## config.mk

```make
export PLATFORM = sky130hd
export DESIGN_NAME = alu8_cc
export DESIGN_NICKNAME = d
export VERILOG_FILES = /design/src/rtl/alu8_pkg.sv /design/src/rtl/alu8_unary.sv /design/src/rtl/alu8_binary.sv /design/src/rtl/alu8_wide.sv /design/src/rtl/alu8_branch.sv /design/src/rtl/alu8_cc.sv
export SDC_FILE = /design/constraint.sdc
export NUM_CORES = 1
export LEC_CHECK = 0
export CAP_MARGIN = 20
export CORE_ASPECT_RATIO = 0.8
export CORE_MARGIN = 3
export CORE_UTILIZATION = 40
export DETAILED_ROUTE_END_ITERATION = 10
export SYNTH_ARGS = -nofsm -noshare
export SYNTH_HDL_FRONTEND = slang
export SYNTH_SLANG_ARGS = --single-unit
```

## constraint.sdc

```tcl
create_clock -name vclk -period 7.67
set_input_delay 1.1505 -clock vclk [all_inputs]
set_output_delay 1.1505 -clock vclk [all_outputs]
set_load 0.02 [all_outputs]
```

## src/rtl/alu8_pkg.sv

```systemverilog
package alu8_pkg;
  typedef enum logic [4:0] {
    OP_NEG = 5'd0,  OP_COM = 5'd1,  OP_LSR = 5'd2,  OP_ROR = 5'd3,
    OP_ASR = 5'd4,  OP_RSV5 = 5'd5, OP_ROL = 5'd6,  OP_DEC = 5'd7,
    OP_INC = 5'd8,  OP_TST = 5'd9,  OP_CLR = 5'd10, OP_SUB = 5'd11,
    OP_CMP = 5'd12, OP_SBC = 5'd13, OP_ADD = 5'd14, OP_ADC = 5'd15,
    OP_AND = 5'd16, OP_BIT = 5'd17, OP_EOR = 5'd18, OP_OR  = 5'd19,
    OP_MUL = 5'd20, OP_SEX = 5'd21
  } alu_op_e;

  typedef struct packed {
    logic h;
    logic n;
    logic z;
    logic v;
    logic c;
  } ccf_t;

  localparam int CCW = 5;
endpackage

```

## src/rtl/alu8_unary.sv

```systemverilog
module alu8_unary
  import alu8_pkg::*;
#(
  parameter int DW = 8
) (
  input  alu_op_e         op,
  input  logic [DW-1:0]   a,
  input  logic            cin,
  output logic [DW-1:0]   res,
  output ccf_t            flg,
  output ccf_t            msk,
  output logic            wr
);
  localparam int MSB = DW - 1;

  logic [DW-1:0] r;

  always_comb begin
    r   = '0;
    flg = '0;
    msk = '0;
    wr  = 1'b0;
    unique case (op)
      OP_NEG: begin
        r = '0 - a;
        flg.v = r[MSB] & a[MSB];
        flg.c = |r;
        msk = '{h:1'b0, n:1'b1, z:1'b1, v:1'b1, c:1'b1};
        wr = 1'b1;
      end
      OP_COM: begin
        r = ~a;
        flg.c = 1'b1;
        msk = '{h:1'b0, n:1'b1, z:1'b1, v:1'b1, c:1'b1};
        wr = 1'b1;
      end
      OP_LSR, OP_ROR, OP_ASR: begin
        if (op == OP_LSR)      r = {1'b0, a[MSB:1]};
        else if (op == OP_ROR) r = {cin, a[MSB:1]};
        else                   r = {a[MSB], a[MSB:1]};
        flg.c = a[0];
        msk = '{h:1'b0, n:1'b1, z:1'b1, v:1'b0, c:1'b1};
        wr = 1'b1;
      end
      OP_ROL: begin
        r = {a[MSB-1:0], cin};
        flg.c = a[MSB];
        flg.v = a[MSB] ^ a[MSB-1];
        msk = '{h:1'b0, n:1'b1, z:1'b1, v:1'b1, c:1'b1};
        wr = 1'b1;
      end
      OP_DEC: begin
        r = a - 1'b1;
        flg.v = (r[MSB] ^ a[MSB]) & a[MSB];
        msk = '{h:1'b0, n:1'b1, z:1'b1, v:1'b1, c:1'b0};
        wr = 1'b1;
      end
      OP_INC: begin
        r = a + 1'b1;
        flg.v = (r[MSB] ^ a[MSB]) & r[MSB];
        msk = '{h:1'b0, n:1'b1, z:1'b1, v:1'b1, c:1'b0};
        wr = 1'b1;
      end
      OP_TST: begin
        r = a;
        msk = '{h:1'b0, n:1'b1, z:1'b1, v:1'b1, c:1'b0};
      end
      OP_CLR: begin
        r = '0;
        msk = '{h:1'b0, n:1'b1, z:1'b1, v:1'b1, c:1'b1};
        wr = 1'b1;
      end
      default: ;
    endcase
    if (msk.n) begin
      flg.n = r[MSB];
      flg.z = (r == '0);
    end
    res = r;
  end
endmodule

```

## src/rtl/alu8_binary.sv

```systemverilog
module alu8_binary
  import alu8_pkg::*;
#(
  parameter int DW = 8
) (
  input  alu_op_e         op,
  input  logic [DW-1:0]   a,
  input  logic [DW-1:0]   b,
  input  logic            cin,
  output logic [DW-1:0]   res,
  output ccf_t            flg,
  output ccf_t            msk,
  output logic            wr
);
  localparam int MSB = DW - 1;
  localparam int HB  = DW / 2;

  logic [DW:0]   sum_x;
  logic [DW:0]   dif_x;
  logic          add_cy;
  logic          sub_cy;
  logic [DW-1:0] r;

  assign add_cy = (op == OP_ADC) & cin;
  assign sub_cy = (op == OP_SBC) & cin;
  assign sum_x  = {1'b0, a} + {1'b0, b} + {{DW{1'b0}}, add_cy};
  assign dif_x  = {1'b0, a} - {1'b0, b} - {{DW{1'b0}}, sub_cy};

  always_comb begin
    r   = '0;
    flg = '0;
    msk = '0;
    wr  = 1'b0;
    unique case (op)
      OP_ADD, OP_ADC: begin
        r = sum_x[DW-1:0];
        flg.c = sum_x[DW];
        flg.v = (r[MSB] ^ a[MSB]) & (r[MSB] ^ b[MSB]);
        flg.h = r[HB] ^ a[HB] ^ b[HB];
        msk = '1;
        wr = 1'b1;
      end
      OP_SUB, OP_SBC, OP_CMP: begin
        r = dif_x[DW-1:0];
        flg.c = dif_x[DW];
        flg.v = (r[MSB] ^ a[MSB]) & (a[MSB] ^ b[MSB]);
        msk = '{h:1'b0, n:1'b1, z:1'b1, v:1'b1, c:1'b1};
        wr = (op != OP_CMP);
      end
      OP_AND, OP_BIT, OP_EOR, OP_OR: begin
        if (op == OP_EOR)     r = a ^ b;
        else if (op == OP_OR) r = a | b;
        else                  r = a & b;
        msk = '{h:1'b0, n:1'b1, z:1'b1, v:1'b1, c:1'b0};
        wr = (op != OP_BIT);
      end
      default: ;
    endcase
    if (msk.n) begin
      flg.n = r[MSB];
      flg.z = (r == '0);
    end
    res = r;
  end
endmodule

```

## src/rtl/alu8_wide.sv

```systemverilog
module alu8_wide
  import alu8_pkg::*;
#(
  parameter int DW = 8
) (
  input  alu_op_e         op,
  input  logic [DW-1:0]   a,
  input  logic [DW-1:0]   b,
  output logic [DW-1:0]   lo,
  output logic [DW-1:0]   hi,
  output ccf_t            flg,
  output ccf_t            msk,
  output logic            wr_lo,
  output logic            wr_hi
);
  localparam int MSB = DW - 1;
  localparam int PW  = 2 * DW;

  logic [PW-1:0] prod;

  assign prod = {{DW{1'b0}}, a} * {{DW{1'b0}}, b};

  always_comb begin
    lo    = '0;
    hi    = '0;
    flg   = '0;
    msk   = '0;
    wr_lo = 1'b0;
    wr_hi = 1'b0;
    if (op == OP_MUL) begin
      {hi, lo} = prod;
      flg.z = (prod == '0);
      flg.c = prod[MSB];
      msk   = '{h:1'b0, n:1'b0, z:1'b1, v:1'b0, c:1'b1};
      wr_lo = 1'b1;
      wr_hi = 1'b1;
    end else if (op == OP_SEX) begin
      lo    = a;
      hi    = {DW{a[MSB]}};
      flg.n = a[MSB];
      flg.z = (a == '0);
      msk   = '{h:1'b0, n:1'b1, z:1'b1, v:1'b1, c:1'b0};
      wr_hi = 1'b1;
    end
  end
endmodule

```

## src/rtl/alu8_branch.sv

```systemverilog
module alu8_branch #(
  parameter int NCOND = 16
) (
  input  logic [$clog2(NCOND)-1:0] cond,
  input  logic                     n,
  input  logic                     z,
  input  logic                     v,
  input  logic                     c,
  output logic                     take
);
  localparam int NBASE = NCOND / 2;

  logic [NBASE-1:0] base;

  always_comb begin
    base    = '0;
    base[0] = 1'b1;
    base[1] = ~(z | c);
    base[2] = ~c;
    base[3] = ~z;
    base[4] = ~v;
    base[5] = ~n;
    base[6] = ~(n ^ v);
    base[7] = ~((n ^ v) | z);
  end

  assign take = base[cond[$clog2(NCOND)-1:1]] ^ cond[0];
endmodule

```

## src/rtl/alu8_cc.sv

```systemverilog
module alu8_cc
  import alu8_pkg::*;
#(
  parameter int DW = 8
) (
  input  logic [4:0]    op_i,
  input  logic [DW-1:0] a_i,
  input  logic [DW-1:0] b_i,
  input  logic [4:0]    cc_i,
  input  logic [3:0]    cond_i,
  output logic [DW-1:0] lo_o,
  output logic [DW-1:0] hi_o,
  output logic [4:0]    cc_o,
  output logic [4:0]    ccmask_o,
  output logic          wr_lo_o,
  output logic          wr_hi_o,
  output logic          take_o
);
  alu_op_e       op_e;
  ccf_t          cc_in;
  logic [DW-1:0] u_res, b_res, w_lo, w_hi;
  ccf_t          u_flg, u_msk, b_flg, b_msk, w_flg, w_msk;
  logic          u_wr, b_wr, w_wrl, w_wrh;
  logic [4:0]    new_flg;

  assign op_e  = alu_op_e'(op_i);
  assign cc_in = ccf_t'(cc_i);

  alu8_unary #(.DW(DW)) u_unary (
    .op(op_e), .a(a_i), .cin(cc_in.c),
    .res(u_res), .flg(u_flg), .msk(u_msk), .wr(u_wr)
  );

  alu8_binary #(.DW(DW)) u_binary (
    .op(op_e), .a(a_i), .b(b_i), .cin(cc_in.c),
    .res(b_res), .flg(b_flg), .msk(b_msk), .wr(b_wr)
  );

  alu8_wide #(.DW(DW)) u_wide (
    .op(op_e), .a(a_i), .b(b_i),
    .lo(w_lo), .hi(w_hi), .flg(w_flg), .msk(w_msk),
    .wr_lo(w_wrl), .wr_hi(w_wrh)
  );

  alu8_branch #(.NCOND(16)) u_branch (
    .cond(cond_i), .n(cc_in.n), .z(cc_in.z), .v(cc_in.v), .c(cc_in.c),
    .take(take_o)
  );

  // Each unit drives zeros outside its own operation group.
  assign lo_o     = u_res | b_res | w_lo;
  assign hi_o     = w_hi;
  assign ccmask_o = u_msk | b_msk | w_msk;
  assign new_flg  = u_flg | b_flg | w_flg;
  assign wr_lo_o  = u_wr | b_wr | w_wrl;
  assign wr_hi_o  = w_wrh;
  assign cc_o     = (new_flg & ccmask_o) | (cc_i & ~ccmask_o);
endmodule

```

# Word level (Yosys, flattened, before mapping)
# Index checks and enable logic that the tools add are counted.
# totals
inputBits	30
output_inout_bits	29
ff_bits	0
wordCells	118
# classes
mux	31
n_bitwise	43
reduce_logical	13
n_addsub	7
eq_ne	22
multipliers	1
n_lt_le_gt_ge	1
# ops
cell	n
2-to-1 mux 8 bit	8
one-hot mux 8 bit (7 select lines)	1
== test 5 x 4 -> 1 bit, second input constant	8
== test 5 bit, second input constant	6
zero test 8 bit	3
OR 8 bit	3
one-hot mux 8 bit (3 select lines)	1
zero test 16 bit	1
multiplier 8 x 8 -> 16 bit	1
== test 5 x 3 -> 1 bit, second input constant	3
OR 5 bit	3
one-hot mux 5 bit (3 select lines)	1
one-hot mux 4 bit (3 select lines)	1
bitwise XOR 1 bit	11
AND 5 bit	2
== test 5 x 2 -> 1 bit, second input constant	2
adder 8 x 8 -> 9 bit	1
adder 9 x 1 -> 9 bit	1
2-to-1 mux 1 bit	9
OR reduction 3 bit	3
OR reduction 9 bit	1
subtractor 8 x 8 -> 9 bit	1
subtractor 9 x 1 -> 9 bit	1
adder 8 x 1 -> 8 bit, second input constant	1
26 further kinds	45

# Logic depth before layout (Yosys ltp)
# depth
depth_word	10
depth_mapped	20
depth_no_buf	19

# Hierarchy
# Synthesis repeated with hierarchy kept, for this count alone.
# hier_totals
hier_cells	720
area_unflattened_um2	5371.4
# by_module_without_submodules
module	cells_per_inst	instances	area_per_inst_um2	seq_area_each_um2
alu8_wide	309	1	2477.4	0.0
alu8_binary	196	1	1453.9	0.0
alu8_unary	178	1	1178.6	0.0
alu8_cc	29	1	193.9	0.0
alu8_branch	8	1	67.6	0.0

# Least setup slack after synthesis
# OpenSTA, ideal clock, no wires.
# synth_path
kind	input to output
start	in a_i[1]
end	out cc_o[2]
path_buffers	1
t_arrival_ns	6.176
setup_slack_ns	0.344
stages	16
path_cell_list	buf_1 clkinv_1 nor2_1 fa_1 fa_1 fa_1 inv_1 fa_1 inv_1 ha_1 or3_1 a41oi_1 a211oi_1 xor2_1 or4b_1 o41ai_2
# synth_via
elab_chain_len	10
elab_cells_between_ends	30
cone_classes	add/sub (7); mul (1); mux (10); bitwise (8); reduce/logical (4)
# synth_rtl
item	line_no	source
start, declared	alu8_cc.sv:7	input logic [DW-1:0] a_i,
parallel branches: the longest is 7 deep, another holds subtractor 8 x 8 -> 9 bit	n/a	
OR 5 x 4 -> 5 bit *	alu8_cc.sv:54	assign new_flg = u_flg | b_flg | w_flg;
AND 5 bit *	alu8_cc.sv:57	assign cc_o = (new_flg & ccmask_o) | (cc_i & ~ccmask_o);
OR 5 bit *	alu8_cc.sv:57	
end, declared	alu8_cc.sv:13	output logic [4:0] cc_o,
# Every way passes the cells marked *.

# Worst setup path in the final report
# layout_path
start	in a_i[2]
end	out cc_o[2]
# The elaborated chain is that of the path after synthesis.

==> summary.md <==
In the final layout, flip-flops and latches occupy 0 um^2. The setup path with the least slack is of type in2out. The largest family of logic cells by synthesized area is adder cells. The category of the worst setup path capture point was an output port.

After detailed routing, the average wire length per cell comes to 18.46 um. Counting every net in the synthesized netlist gives 787. The detail route stage leaves a number of antenna-violating nets equal to 0.

The portion of synthesized area spent on multiplexers is 1.979%. The worst path in the final design needs a cycle of 7548 ps, including I/O delays and setup. The compound-gate portion of the synthesized area works out to 22.22%. Class of the worst hold path: in2out. In the detailed route, the total length drawn on met2 is 7263 um.

In this run, flip-flops and latches consume 0% of the power. Once layout is complete, the utilization of the core stands at 53.70%. Measured against its own limit, the worst slew margin works out to 41.38%. The number of placement rows is 34, and the maximum fanout count along the critical path is 14. The logs give 0% for the sequential cell area fraction in the yosys report and 11150 um^2 for the area of the placeable core. In this run the vertical extent of the chip is 102.7 um. The number of synthesis warnings was 0.

After Yosys synthesis, and, or, nand and nor cells account for 24.01% of the synthesized area. Wire length on met3: 1478 um. At the pin with the least slew margin, the transition time is 872.1 ps. The pin count of the biggest net entering global routing came out at 33. The floorplan step defined a die boundary enclosing 13040 um^2. The number of hold-repair buffers added at the cts stage is 0, and the final clock period utilization by the worst path is 98.40%. The run gives 4876 as the via count of the first global-routing pass.

The areal power density over the cells works out to 144.7 nW/um^2. The tools report the launch point of the worst hold path as cc_i[4]. The share of final-layout standard cells stronger than drive strength 1 is 15.15%, and the total overflow reported by the global router is 0. Across all layers, the routed design uses 5251 vias. The mean area per synthesized cell was 7.233 um^2; the number of cells on the worst hold path was 4. The run gives 2.831 nW as the cell leakage power. The flow ran to the end, and the final reports show no timing, DRC or antenna violations. The tools report the startpoint of the worst setup timing path as a_i[2].

In the routed design, unresolved DRC markers number 0. The analysis attributes to net switching a power of 0.4478 mW. Number of distinct library cell variants in the gate-level netlist after synthesis: 69. 59 I/O pins were placed. The worst setup path is launched from a primary input. The synthesized netlist occupies a cell area of 4679 um^2. Per report_power, the combinational group accounts for 100.0% of the total. The worst hold path terminates at cc_o[4].

The data required time at the worst endpoint came out at 6520 ps. The tools report the number of antenna cells inserted as 0. The data arrival time of the critical path is 6400 ps, and the global-route wire length before repair is 26230 um. The detailed router put a total of 7712 um of wire on met1. The die width came out at 126.9 um. The total of clock buffers placed in the layout came out at 0. The critical path goes through clkdlybuf4s50_1 -> buf_4 -> ha_1 -> fa_1 -> fa_1 -> ha_1 -> inv_1 -> fa_1 -> inv_1 -> ha_1 -> buf_4 -> xnor2_1 -> nor3_1 -> nand4_1 -> nor4_2 -> nand3b_1 -> or4b_1 -> o41ai_2 -> buf_4.

After detailed routing, the total wire length is 16670 um. The initial standard-cell utilization of the core was 41.98%. The clock network is responsible for 0% of the overall power. The final max-slew violation count is 0. After Yosys synthesis, full adders, half adders and majority gates account for 35.83% of the synthesized area. Setup repair after global routing could not meet its margin everywhere. The highest cell delay on the worst timing path was 540 ps; the hold violation count in the final report was 0. After the last flow step, the layout net total stands at 901. The number of setup buffers added after CTS is 0. For the max-capacitance violation count, the log shows 0. In the synthesized netlist, the number of instances is 647. The internal portion of the total power is 0.4186 mW.

Summing the areas of all xor and xnor instances in the mapped netlist gives 6.738% of the synthesized area. The first routing iteration left 553 violations. IR analysis of the VDD net gives a maximum drop of 0.00009075 V.

The critical-path cell with the highest stage delay is or4b_1. Input and output buffers added on the ports amount to 59. Switching power share of the total: 51.68%. Detailed placement ended at an HPWL of 13920 um. The number of antenna violations at the first check in global routing is 0.

Summing internal, switching and leakage power gives 0.8663 mW. After detailed routing, the number of vias per cell comes to 5.815. The total global routing track utilization came out at 25.04%. Before antenna repair, the detailed router went through 7 iterations. There are 0 flip-flops and latches. Last weighted congestion value of the routability-driven placer: 0.9974. The detailed router used layers up to and including met4. Setup violations remaining at the end of the flow were counted as 0. Compared with the post-synthesis result, the final layout area differs by 27.91%.

Based on the critical path, the design can be clocked at up to 0.1325 GHz.
[critical path, delay by kind of cell]
kind / cells / cell delay [ps]
buffers and inverters: 6 / 1210
AOI/OAI and AO/OA: 1 / 230
and+or+nand+nor: 5 / 1340
adders and majority gates: 6 / 2300
xor gates and xnor gates: 1 / 170
[metrics by stage]
step	TNS [ps]	std cells	area (um^2)	hold WS, ps	setup WS [ps]
3_5_place_dp	-1011	903	5942	3338	-536.1
6_report	0	903	5986	3355	122.4
5_1_grt	-132.7	903	5986	3380	-114.3
2_1_floorplan	0	647	4679	2429	343.8
3_3_place_gp	-762.4	903	5942	3342	-400.8
4_1_cts	-128.2	903	5947	3355	-128.2
[repair_timing]
item / CTS / global route
pin swaps: 0 / 3
gates resized for setup: 10 / 17
cloned: 0 / 0
endpoints found under the setup margin: 5 / 5
[metal layers]
layer,GRT usage (%),vias to the layer above
met5,0,-
met4,1.814,0
met3,3.159,18
met2,39.96,244
met1,37.82,2501
li1,-,2488
[cells in the mapped netlist (8+ instances only)]
cell | number | share of area (%)
nor2b_1 | 10 | 1.3
nor2_1 | 94 | 7.5
xnor2_1 | 25 | 4.7
a31oi_1 | 10 | 1.3
xor2_1 | 11 | 2.1
nand2_1 | 44 | 3.5
o21a_1 | 8 | 1.3
nand2b_1 | 9 | 1.2
clkinv_1 | 10 | 0.80
fa_1 | 40 | 17
nor3_1 | 17 | 1.8
clkbuf_1 | 15 | 1.2
inv_1 | 73 | 5.9
buf_2 | 9 | 0.96
a21oi_1 | 36 | 3.9
nand3_1 | 12 | 1.3
o211ai_1 | 10 | 1.6
o21ai_0 | 17 | 1.8
ha_1 | 70 | 19
[power groups by stage]
stage / Clock (mW) / Combinational, mW / Sequential [mW]
after CTS: 0 / 0.842 / 0
after floorplan: 0 / 0.509 / 0
after global placement: 0 / 0.822 / 0
final: 0 / 0.866 / 0
after global routing: 0 / 0.961 / 0
after detailed placement: 0 / 0.828 / 0
[cell usage in the layout, fill, tap and decap left out, drive strengths merged, types with 11 or more instances in the layout]
master,n
nand2,44
fa,40
nor2,95
ha,70
nor3,17
a21oi,36
xnor2,25
nand3,12
buf,82
xor2,11
clkdlybuf4s50,49
inv,74
o21ai,18
[final cells by class]
type                       count  area, um^2
timing repair buffer         140        1196
multi-input combinational    535        4293
tap                          144       180.2
fill                        1087        5160
inverter                      84       316.6
[logic make-up after synthesis]
| kind of cell | after synthesis |
|---|---|
| compound gates | 147 |
| mux | 9 |
| fa+ha+maj | 110 |
| xor+xnor | 36 |
| simple gates | 233 |
| buf+inv | 112 |
[how the worst max path moves through the flow]
stage               to  slack, ps  cells past startpoint
4_1_cts        cc_o[2]       -130                     19
6_report       cc_o[2]        120                     19
3_5_place_dp   cc_o[2]       -540                     19
5_1_grt        cc_o[2]       -110                     22
3_3_place_gp   cc_o[2]       -400                     19
2_1_floorplan  cc_o[2]        340                     16
Note: power is estimated with default switching activity, not from simulation.
